`config.mk`:
```
export PLATFORM = sky130hd
export DESIGN_NAME = gpio_irq_router
export DESIGN_NICKNAME = d
export VERILOG_FILES = /design/src/rtl/gir_pkg.sv /design/src/rtl/gir_detect.sv /design/src/rtl/gir_status.sv /design/src/rtl/gir_route.sv /design/src/rtl/gpio_irq_router.sv
export SDC_FILE = /design/constraint.sdc
export NUM_CORES = 1
export LEC_CHECK = 0
export CAP_MARGIN = 20
export CORE_MARGIN = 2
export CORE_UTILIZATION = 52
export CTS_CLUSTER_SIZE = 20
export DETAILED_ROUTE_END_ITERATION = 8
export DONT_BUFFER_PORTS = 1
export PLACE_DENSITY = 0.7
export SLEW_MARGIN = 15
export SYNTH_ARGS = -nofsm -noshare
export SYNTH_HDL_FRONTEND = slang
export SYNTH_SLANG_ARGS = --single-unit
```
`constraint.sdc`:
```
create_clock -name clk -period 4.45 [get_ports clk]
set_clock_uncertainty 0.15 [all_clocks]
set_input_delay 0.2225 -clock clk [delete_from_list [all_inputs] [get_ports clk]]
set_output_delay 0.2225 -clock clk [all_outputs]
set_load 0.005 [all_outputs]
```
`src/rtl/gir_pkg.sv`:
```
package gir_pkg;
  localparam int CFG_W   = 9;
  localparam int TGT_W   = 3;
  localparam int NUM_TGT = 6;

  typedef enum logic [1:0] {
    DET_LEVEL = 2'b00,
    DET_RISE  = 2'b01,
    DET_FALL  = 2'b10,
    DET_BOTH  = 2'b11
  } det_e;

  typedef struct packed {
    logic             dc_en;
    logic [TGT_W-1:0] tgt;
    logic             raw_en;
    det_e             det;
    logic             pol;
    logic             en;
  } pin_cfg_t;
endpackage

```
`src/rtl/gir_detect.sv`:
```
module gir_detect
  import gir_pkg::*;
(
  input  logic clk,
  input  logic rst_n,
  input  logic lvl_i,
  input  det_e det_i,
  input  logic pol_i,
  output logic event_o
);
  logic prev_q, prev_d;
  logic primed_q, primed_d;
  logic rise, fall;

  always_comb begin
    prev_d   = lvl_i;
    primed_d = 1'b1;
    rise     = primed_q & lvl_i & ~prev_q;
    fall     = primed_q & ~lvl_i & prev_q;
    unique case (det_i)
      DET_LEVEL: event_o = (lvl_i == pol_i);
      DET_RISE:  event_o = rise;
      DET_FALL:  event_o = fall;
      DET_BOTH:  event_o = rise | fall;
      default:   event_o = 1'b0;
    endcase
  end

  always_ff @(posedge clk or negedge rst_n) begin
    if (!rst_n) begin
      prev_q   <= 1'b0;
      primed_q <= 1'b0;
    end else begin
      prev_q   <= prev_d;
      primed_q <= primed_d;
    end
  end
endmodule

```
`src/rtl/gir_status.sv`:
```
module gir_status (
  input  logic clk,
  input  logic rst_n,
  input  logic event_i,
  input  logic en_i,
  input  logic raw_en_i,
  input  logic dc_en_i,
  input  logic wr_en_i,
  input  logic wr_val_i,
  output logic status_o,
  output logic direct_o
);
  logic status_q, status_d, status_ld;
  logic direct_q, direct_d;

  always_comb begin
    status_ld = wr_en_i | (event_i & (en_i | raw_en_i));
    status_d  = wr_en_i ? wr_val_i : 1'b1;
    direct_d  = event_i & dc_en_i;
  end

  always_ff @(posedge clk or negedge rst_n) begin
    if (!rst_n) begin
      status_q <= 1'b0;
      direct_q <= 1'b0;
    end else begin
      if (status_ld) status_q <= status_d;
      direct_q <= direct_d;
    end
  end

  assign status_o = status_q;
  assign direct_o = direct_q;
endmodule

```
`src/rtl/gir_route.sv`:
```
module gir_route
  import gir_pkg::*;
#(
  parameter int NUM_PINS = 4
) (
  input  logic [NUM_PINS-1:0]            en_i,
  input  logic [NUM_PINS-1:0]            status_i,
  input  logic [NUM_PINS-1:0][TGT_W-1:0] tgt_i,
  output logic [NUM_TGT-1:0]             summary_o
);
  for (genvar t = 0; t < NUM_TGT; t++) begin : g_tgt
    logic hit;
    always_comb begin
      hit = 1'b0;
      for (int i = 0; i < NUM_PINS; i++) begin
        hit = hit | (en_i[i] & status_i[i] & (tgt_i[i] == TGT_W'(t)));
      end
    end
    assign summary_o[t] = hit;
  end
endmodule

```
`src/rtl/gpio_irq_router.sv`:
```
module gpio_irq_router
  import gir_pkg::*;
#(
  parameter int NUM_PINS = 4
) (
  input  logic                      clk,
  input  logic                      rst_n,
  input  logic [NUM_PINS-1:0]       pin_lvl,
  input  logic [NUM_PINS*CFG_W-1:0] cfg_flat,
  input  logic [NUM_PINS-1:0]       sw_wr_en,
  input  logic [NUM_PINS-1:0]       sw_wr_val,
  output logic [NUM_PINS-1:0]       status_q,
  output logic [NUM_TGT-1:0]        summary_irq,
  output logic [NUM_PINS-1:0]       direct_irq
);
  pin_cfg_t [NUM_PINS-1:0]            cfg;
  logic     [NUM_PINS-1:0]            pin_event;
  logic     [NUM_PINS-1:0]            pin_en;
  logic     [NUM_PINS-1:0][TGT_W-1:0] pin_tgt;

  assign cfg = cfg_flat;

  for (genvar i = 0; i < NUM_PINS; i++) begin : g_pin
    assign pin_en[i]  = cfg[i].en;
    assign pin_tgt[i] = cfg[i].tgt;

    gir_detect u_det (
      .clk     (clk),
      .rst_n   (rst_n),
      .lvl_i   (pin_lvl[i]),
      .det_i   (cfg[i].det),
      .pol_i   (cfg[i].pol),
      .event_o (pin_event[i])
    );

    gir_status u_stat (
      .clk      (clk),
      .rst_n    (rst_n),
      .event_i  (pin_event[i]),
      .en_i     (cfg[i].en),
      .raw_en_i (cfg[i].raw_en),
      .dc_en_i  (cfg[i].dc_en),
      .wr_en_i  (sw_wr_en[i]),
      .wr_val_i (sw_wr_val[i]),
      .status_o (status_q[i]),
      .direct_o (direct_irq[i])
    );
  end

  gir_route #(.NUM_PINS(NUM_PINS)) u_route (
    .en_i      (pin_en),
    .status_i  (status_q),
    .tgt_i     (pin_tgt),
    .summary_o (summary_irq)
  );
endmodule

```
---- Word-level counts from Yosys, hierarchy flattened ----
Index checks and enable logic that the tools add are counted.
word-level totals
  memories ................................ 0
  flip-flop bits (word level) ............. 13
  memory bits (writable) .................. 0
  input port bits ......................... 50
  memory bits (read-only) ................. 0
  output and inout port bits .............. 14
  bits in latches ......................... 0
operators by class
  shift operators ......................... 0
  $add $sub $neg .......................... 0
  eq/ne operators ......................... 36
  divide/modulo/power cells ............... 0
  bitwise operators ....................... 90
  reduce and logical (&&, ||, !) cells .... 8
  order comparisons ....................... 0
  multiply operators ...................... 0
  muxes and demuxes ....................... 8
operators by type and width
  cell                                                  number
  bitwise AND 1 bit                                     52
  bitwise OR 1 bit                                      30
  equality test 3 x 2 -> 1 bit (second input constant)  8
  equality test 3 bit (second input constant)           8
  equality test 2 bit (second input constant)           8
  case mux 1 bit (4 select lines)                       4
  equality test 3 x 1 -> 1 bit (second input constant)  4
  logical NOT 3 bit                                     4
  equality test 2 x 1 -> 1 bit (second input constant)  4
  logical NOT 2 bit                                     4
  inverter 1 bit                                        8
  equality test 1 bit                                   4
  two-way mux 1 bit                                     4

---- Depth between registers and ports, before layout ----
Gate-level depths: netlist (run 1).
  word-level depth ........................ 7
  gate-level depth with buffers ........... 5
  gate-level depth less buffers ........... 4

---- Modules after synthesis ----
Synthesis (run 1) repeated with hierarchy kept, for this count alone.
unflattened totals
  cells, all modules ...................... 98
  area total of the unflattened synthesis .. 1,036.0 um^2
modules (own cells, without submodules)
  module      cells each  sequential area each (um^2)  area an instance (um^2)  instances
  gir_detect  7           50.0                         96.3                     4
  gir_status  7           50.0                         87.6                     4
  gir_route   42          0.0                          300.3                    1

---- Worst setup path after synthesis (run 1) ----
No wires, ideal clock.
  kind .................................... flip-flop to output port
  from .................................... register g_pin[1].u_stat.status_q
  to ...................................... output summary_irq[4]
  arrival ................................. 1,212 ps
  slack ................................... 2,866 ps
  cell stages (with the launch flop) ...... 5
  path through ............................ dfrtp_1 -> nand2_1 -> nor4b_1 -> or4_1 -> buf_4
on the way
  longest elaborated chain between the ends .. 5
ends and longest elaborated chain
  element                          RTL line               RTL
  start: declaration               gir_status.sv:13       logic status_q, status_d, status_ld;
  start signal: assignment         gir_status.sv:27       if (status_ld) status_q <= status_d;
  bitwise AND 1 bit (2 in series)  gir_route.sv:16        hit = hit | (en_i[i] & status_i[i] & (tgt_i[i] == TGT_W'(t)));
  bitwise OR 1 bit (3 in series)   gir_route.sv:16
  end: declaration                 gpio_irq_router.sv:13  output logic [NUM_TGT-1:0] summary_irq,
Every way passes these cells.

---- Worst setup path in the final report (run 1) ----
  from .................................... register g_pin[0].u_stat.status_q
  to ...................................... output summary_irq[0]
on the way
  longest elaborated chain between the ends .. 5
ends and longest elaborated chain
  element                          RTL line
  start: declaration               gir_status.sv:13
  start signal: assignment         gir_status.sv:27
  bitwise AND 1 bit (2 in series)  gir_route.sv:16
  bitwise OR 1 bit (3 in series)   gir_route.sv:16
Every way passes these cells.

==> out/metrics.csv, run 1 <==
metric;value;unit
outcome;finished, final reports clean;
holdPathStages;2;
final_nets;168;
rows;15;
rsz0062_at_grt;false;
finalSetupViolCount;0;
placeableCoreArea;0.001727;mm2
clk_pin_slew;0.08;ns
start_util;0.5478;
grt-ovfl-total;0;
report.final.slew_viol_count;0;
cts_tree;built;
cts_inserted_buffers;3;
cp_num_buf_inv;0;
clockBufferDepth;2;
drtIter0Drc;5;
synth_common_cells;buf_4 (14), dfrtp_1 (13), nor2_1 (12);
grt_pass1_vias;761;
synth_edf_count;0;
vias_per_cell;5.838;
die_area;0.002176;mm2
numPortBuffers;0;
post_cts_buffers;0;
cp_slowest_cell;or4_1;
timing.final.crit_share;0.4192;
synth_area_leader_cell;dfrtp_1;
ant_nets;0;
synth_most_common_cell;buf_4;
period_needed;1.866;ns
hpwlAfterDp;1.593;mm
r2r_slack;2.69;ns
p_per_area;243.8;mW/mm2
cts_resized;0;
grt_max_degree;14;
crit_type;reg -> out;
crit_chain;nand2_1 -> nor4_1 -> or4_1;
wl_per_cell;14.68;um
cp-end-kind;output port;
yosysWarnings;0;
timing.fmax;536.0;MHz
fin_setup_tns;0;ns
crit_family;simple AND/OR/NAND/NOR gates;
hp-start;sw_wr_val[1];
cts_hold_buf;16;
holdCritPathClass;in -> reg;
crit_path_start_kind;flop;
place.gp.congestion;0.6310;
ys.flop_type;dfrtp_1;
pin_count;64;
htree_levels;1;
critPathMaxStageDelay;0.54;ns
vias;829;
max-cap-violations;0;
dr.pass1.iters;4;
wl;2.085;mm
antenna_found_initial;0;
seq_area_frac_synth;0.3439;
grt_pass1_wl;2.925;mm
area_growth;11.91;%
synth-seq-cells;13;
grtUsageTotal;0.1973;
syn_avg_cell_area;8.522;um2
clk_latency;0.27;ns
reg2reg_from;g_pin[3].u_det.primed_q;
reg2regPathDepth;4;
holdPathEnd;g_pin[1].u_stat.status_o;
yosys-top-cells-area;dfrtp_1 (34%), buf_4 (11%), nor2_1 (4.8%);
synth_cells;111;
clock_sinks;13;
synthesis.nets;161;
irDropWorstVdd;170.5;uV
slew_headroom;0.6180;
die_w;46.65;um
finalHoldViolations;0;
synth_top_area_frac;0.3439;
p_total;0.0002581;W
async_flop_share;1.000;
n_antenna_cell;0;
drcViolationCount;0;
required;4.08;ns
p_leak;0.4116;nW
root_buffer;clkbuf_4;
die_h;46.65;um
cp.arrival;1.49;ns
r2r-end;g_pin[0].u_stat.status_o;
worstMarginPinSlew;0.5711;ns
yosysUniqueCellTypes;29;
syn_area;945.9;um2
cp_max_fo;6;
layout-drive-gt1-share;0.03419;
==> power breakdown <==
group	leakage (nW)	total, W	switching, W	internal, W
combinational	0.240	0.0000512	0.0000219	0.0000293
clock	0.0150	0.0000725	0.0000378	0.0000347
sequential	0.157	0.000134	0.00000766	0.000127
total	0.412	0.000258	0.0000674	0.000191
==> per-stage QoR <==
stage               hold slack [ns]  utilization  instances  worst slack [ns]  cell area (um2)
floorplan                   -0.2231            -        111             2.866            945.9
CTS                         0.02549       0.6130        142             2.579             1059
detailed placement          -0.2229       0.5051        122             2.886            872.1
global route                0.04430       0.6130        142             2.486             1059
global placement            -0.2229       0.5051        122             2.915            872.1
finish                      0.02695       0.6130        142             2.584             1059
==> cell type report <==
type	instances	area, um2
sequential	13	325.3
fill	168	668.1
inverter	2	7.507
tap	25	31.28
multi-input combinational	82	508.0
clock buffer	4	26.28
timing repair buffer	16	160.2
==> worst max path at each step <==
stage / slack, ns / from / cells after the start / to
CTS: 2.58 / g_pin[0].u_stat.status_o / 3 / summary_irq[0]
global route: 2.49 / g_pin[0].u_stat.status_o / 3 / summary_irq[0]
finish: 2.58 / g_pin[0].u_stat.status_o / 3 / summary_irq[0]
detailed placement: 2.89 / g_pin[0].u_stat.status_o / 3 / summary_irq[0]
floorplan: 2.87 / g_pin[1].u_stat.status_o / 4 / summary_irq[4]
global placement: 2.92 / g_pin[1].u_stat.status_o / 3 / summary_irq[4]
==> registers in the layout, indices dropped and copies added (netlist names) <==
signal	cells
g_pin.u_stat.status_o	4
g_pin.u_stat.direct_o	4
g_pin.u_det.prev_q	4
g_pin.u_det.primed_q	1
==> cells by family (layout without fill, tap and decap cells) <==
group | count (synthesis) | count (layout) | share of synthesized area
AND/OR/NAND/NOR | 57 | 57 | 0.3386
AO/OA/AOI/OAI | 18 | 18 | 0.1349
buffers and inverters | 16 | 22 | 0.1190
flip-flops | 13 | 13 | 0.3439
XOR/XNOR | 3 | 3 | 0.02778
multiplexers | 3 | 3 | 0.03175
other | 1 | 1 | 0.003964
==> layout by cell type, fill, tap and decap left out, types with 2 or more instances in the layout <==
cell type,n
or4_1,2
o31ai_1,3
xor2_1,3
nand2_1,8
inv_1,2
nor4b_1,5
dlygate4sd3_1,16
nor4_1,3
nor2_1,12
mux2i_1,3
clkbuf_4,3
nand4b_1,2
a211oi_1,2
a32oi_1,2
nand3b_1,2
nor2b_1,4
nor3b_1,3
dfrtp_1,13
nor3_1,7
o21ai_0,4
nand3_1,7
a21oi_1,2
==> metal layers <==
metal,vias to the layer above,global-route usage,wire [um]
met5,-,0,0
met4,0,0.1000,24
met3,4,0.04706,135
met2,32,0.3722,1177
met1,382,0.1966,748
li1,411,-,-
(Power assumes the default switching activity.)
==> inputs of run 2 (changes only) <==
--- a/config.mk
+++ b/config.mk
@@ -5,6 +5,7 @@
 export SDC_FILE = /design/constraint.sdc
 export NUM_CORES = 1
 export LEC_CHECK = 0
+export ABC_AREA = 1
 export CAP_MARGIN = 20
 export CORE_MARGIN = 2
 export CORE_UTILIZATION = 52
==> constraint.sdc (replaced) <==
create_clock -name clk -period 1.8 [get_ports clk]
set_clock_uncertainty 0.15 [all_clocks]
set_input_delay 0.09 -clock clk [delete_from_list [all_inputs] [get_ports clk]]
set_output_delay 0.09 -clock clk [all_outputs]
set_load 0.005 [all_outputs]
==> run 2 against run 1 <==
Synthesized cell count grew 48%. Worst hold slack improved by 0.0077 ns. Sequential share of layout area fell by 7.8 points. Sequential power rose by 140%. Register-to-register slack worse by 2.5 ns. Global-route usage is 5.1 points higher. Area after synthesis increased by 9.8%. Combinational power rose to 3.7 times the previous value. Critical path type is now in -> reg. Critical endpoint is now g_pin[1].u_stat.status_o.
==> out/metrics.csv, run 2 <==
metric;value;unit
outcome;finished, final reports clean;
fin_setup_tns;0;ns
cp-end-kind;flop;
wl;2.775;mm
final_cell_mix;nand2_1 (42), dlygate4sd3_1 (41), inv_1 (28);
place.gp.congestion;0.8723;
timing.final.crit_share;0.9542;
required;1.85;ns
die_h;48.69;um
htree_levels;1;
vias;1129;
placeableCoreArea;0.001922;mm2
period_needed;1.718;ns
start_util;0.5404;
hpwlAfterDp;1.751;mm
clk_pin_slew;0.08;ns
n_antenna_cell;0;
p_total;0.0006979;W
drcViolationCount;0;
antenna_found_initial;0;
yosys-top-cells-area;dfrtp_1 (31%), nand2_1 (15%), buf_4 (10%);
synthesis.nets;214;
synth-seq-cells;13;
pin_count;64;
irDropWorstVdd;313.5;uV
synth_top_area_frac;0.3133;
wl_per_cell;12.44;um
yosysWarnings;0;
grt-ovfl-total;0;
final_nets;247;
post_cts_buffers;0;
clockBufferDepth;2;
cts_inserted_buffers;3;
cts_tree;built;
drtIter0Drc;16;
grt_pass1_vias;1232;
synth_edf_count;0;
cp.arrival;1.77;ns
p_leak;0.7480;nW
vias_per_cell;5.063;
yosysUniqueCellTypes;17;
r2r-end;g_pin[1].u_stat.direct_o;
grtUsageTotal;0.2484;
die_w;48.69;um
synth_area_leader_cell;dfrtp_1;
finalHoldViolations;0;
root_buffer;clkbuf_4;
finalSetupViolCount;0;
hp-start;cfg_flat[30];
p_comb_frac;0.271;
syn_area;0.001038;mm2
seq_area_frac_synth;0.3133;
async_flop_share;1.000;
cp_max_fo;4;
p_int;0.0004984;W
slew_headroom;0.5975;
dr.pass1.iters;4;
max-cap-violations;0;
holdPathEnd;g_pin[3].u_stat.status_o;
grt_max_degree;14;
report.final.slew_viol_count;0;
synth_cells;164;
die_area;0.002371;mm2
numPortBuffers;0;
synth_most_common_cell;nand2_1;
reg2regPathDepth;6;
area_growth;36.39;%
p_seq_frac;0.467;
crit_path_start_kind;input port;
syn_avg_cell_area;6.332;um2
holdCritPathClass;in -> reg;
crit_type;in -> reg;
layout_commonest_cell;nand2_1;
rsz0062_at_grt;false;
clk_latency;0.27;ns
grt_pass1_wl;4.712;mm
switching_share;0.2859;
layout-drive-gt1-share;0.04082;
holdPathStages;6;
clock_sinks;13;
switching_power;0.0001995;W
synth_common_cells;nand2_1 (42), inv_1 (28), nand3_1 (18);
timing.fmax;582.2;MHz
rows;16;
p_per_area;492.8;mW/mm2
ant_nets;0;
r2r_slack;0.21;ns
power_frac_clock;0.262;
worstMarginPinSlew;0.6018;ns
ys.flop_type;dfrtp_1;
reg2reg_from;g_pin[1].u_det.prev_q;
run 2: cell count changes in the layout (fill, tap and decap cells not counted), moves of 4 or more:
cell,before,now
nand2_1,8,42
nor4b_1,5,0
nand3_1,7,18
or2_2,0,4
inv_1,2,28
dlygate4sd3_1,16,41
a21boi_0,0,4
nor2_1,12,17
nor2b_1,4,0
o21ai_0,4,0
run 2: per-stage QoR:
| stage | utilization | std cells | hold WS, ns | instance area [um2] | worst slack (ns) |
|---|---|---|---|---|---|
| floorplan | - | 164 | -0.3556 | 1039 | 0.6442 |
| global placement | 0.5033 | 177 | -0.3554 | 967.2 | 0.6277 |
| detailed placement | 0.5033 | 177 | -0.3554 | 967.2 | 0.5941 |
| CTS | 0.7305 | 222 | 0.01746 | 1404 | 0.1549 |
| global route | 0.7370 | 223 | 0.06106 | 1416 | 0.01429 |
| finish | 0.7370 | 223 | 0.03465 | 1416 | 0.08246 |
run 2: cells by family (layout without fill, tap and decap cells):
family	count (synthesis)	in the layout	synth area share
other	1	1	0.003611
and+or+nand+nor	92	92	0.3831
buffers and inverters	44	76	0.2108
DFF	13	13	0.3133
AOI/OAI and AO/OA	14	14	0.08916
run 2: final cells by class:
class	count	area, um2
Clock buffer	4	26.28
Fill cell	141	505.5
Tap cell	27	33.78
Inverter	30	113.9
Timing Repair Buffer	42	422.9
Multi-Input combinational cell	107	494.2
Sequential cell	13	325.3
run 2: worst max-delay path by stage:
stage / startpoint / to / slack [ns] / depth (start not counted)
global placement: g_pin[2].u_stat.status_o / summary_irq[2] / 0.63 / 5
finish: pin_lvl[1] / g_pin[1].u_stat.status_o / 0.08 / 8
CTS: pin_lvl[3] / g_pin[3].u_stat.status_o / 0.15 / 8
global route: pin_lvl[1] / g_pin[1].u_stat.status_o / 0.01 / 8
floorplan: g_pin[0].u_stat.status_o / summary_irq[3] / 0.64 / 7
detailed placement: g_pin[0].u_stat.status_o / summary_irq[3] / 0.59 / 6
run 2: timing repair:
item,4_1_cts,5_1_grt
hold buffers,41,1
endpoints found under the setup margin,0,1
gates resized for setup,0,1
hold endpoints to repair,25,1
run 2: power groups by stage:
| stage | registers (W) | logic (W) | clock network (W) |
|---|---|---|---|
| floorplan | 0.000325 | 0.000123 | 0 |
| global placement | 0.000331 | 0.000100 | 0 |
| detailed placement | 0.000332 | 0.000104 | 0 |
| CTS | 0.000326 | 0.000182 | 0.000190 |
| global route | 0.000329 | 0.000212 | 0.000203 |
| finish | 0.000326 | 0.000189 | 0.000183 |
run 2: worst max-delay path: stages:
cell and delay, ns:
dlygate4sd3_1 0.61, inv_1 0.08, nand2_1 0.06, nand3_1 0.08, dlygate4sd3_1 0.58, nand2_1 0.07, nand2_1 0.05, a21oi_1 0.13
run 2: metal layers:
| metal | vias to the layer above | routed length (um) | GRT usage |
|---|---|---|---|
| li1 | 564 | - | - |
| met1 | 513 | 1124 | 0.2639 |
| met2 | 50 | 1457 | 0.4954 |
| met3 | 2 | 186 | 0.04321 |
| met4 | 0 | 8 | 0.06190 |
| met5 | - | 0 | 0 |
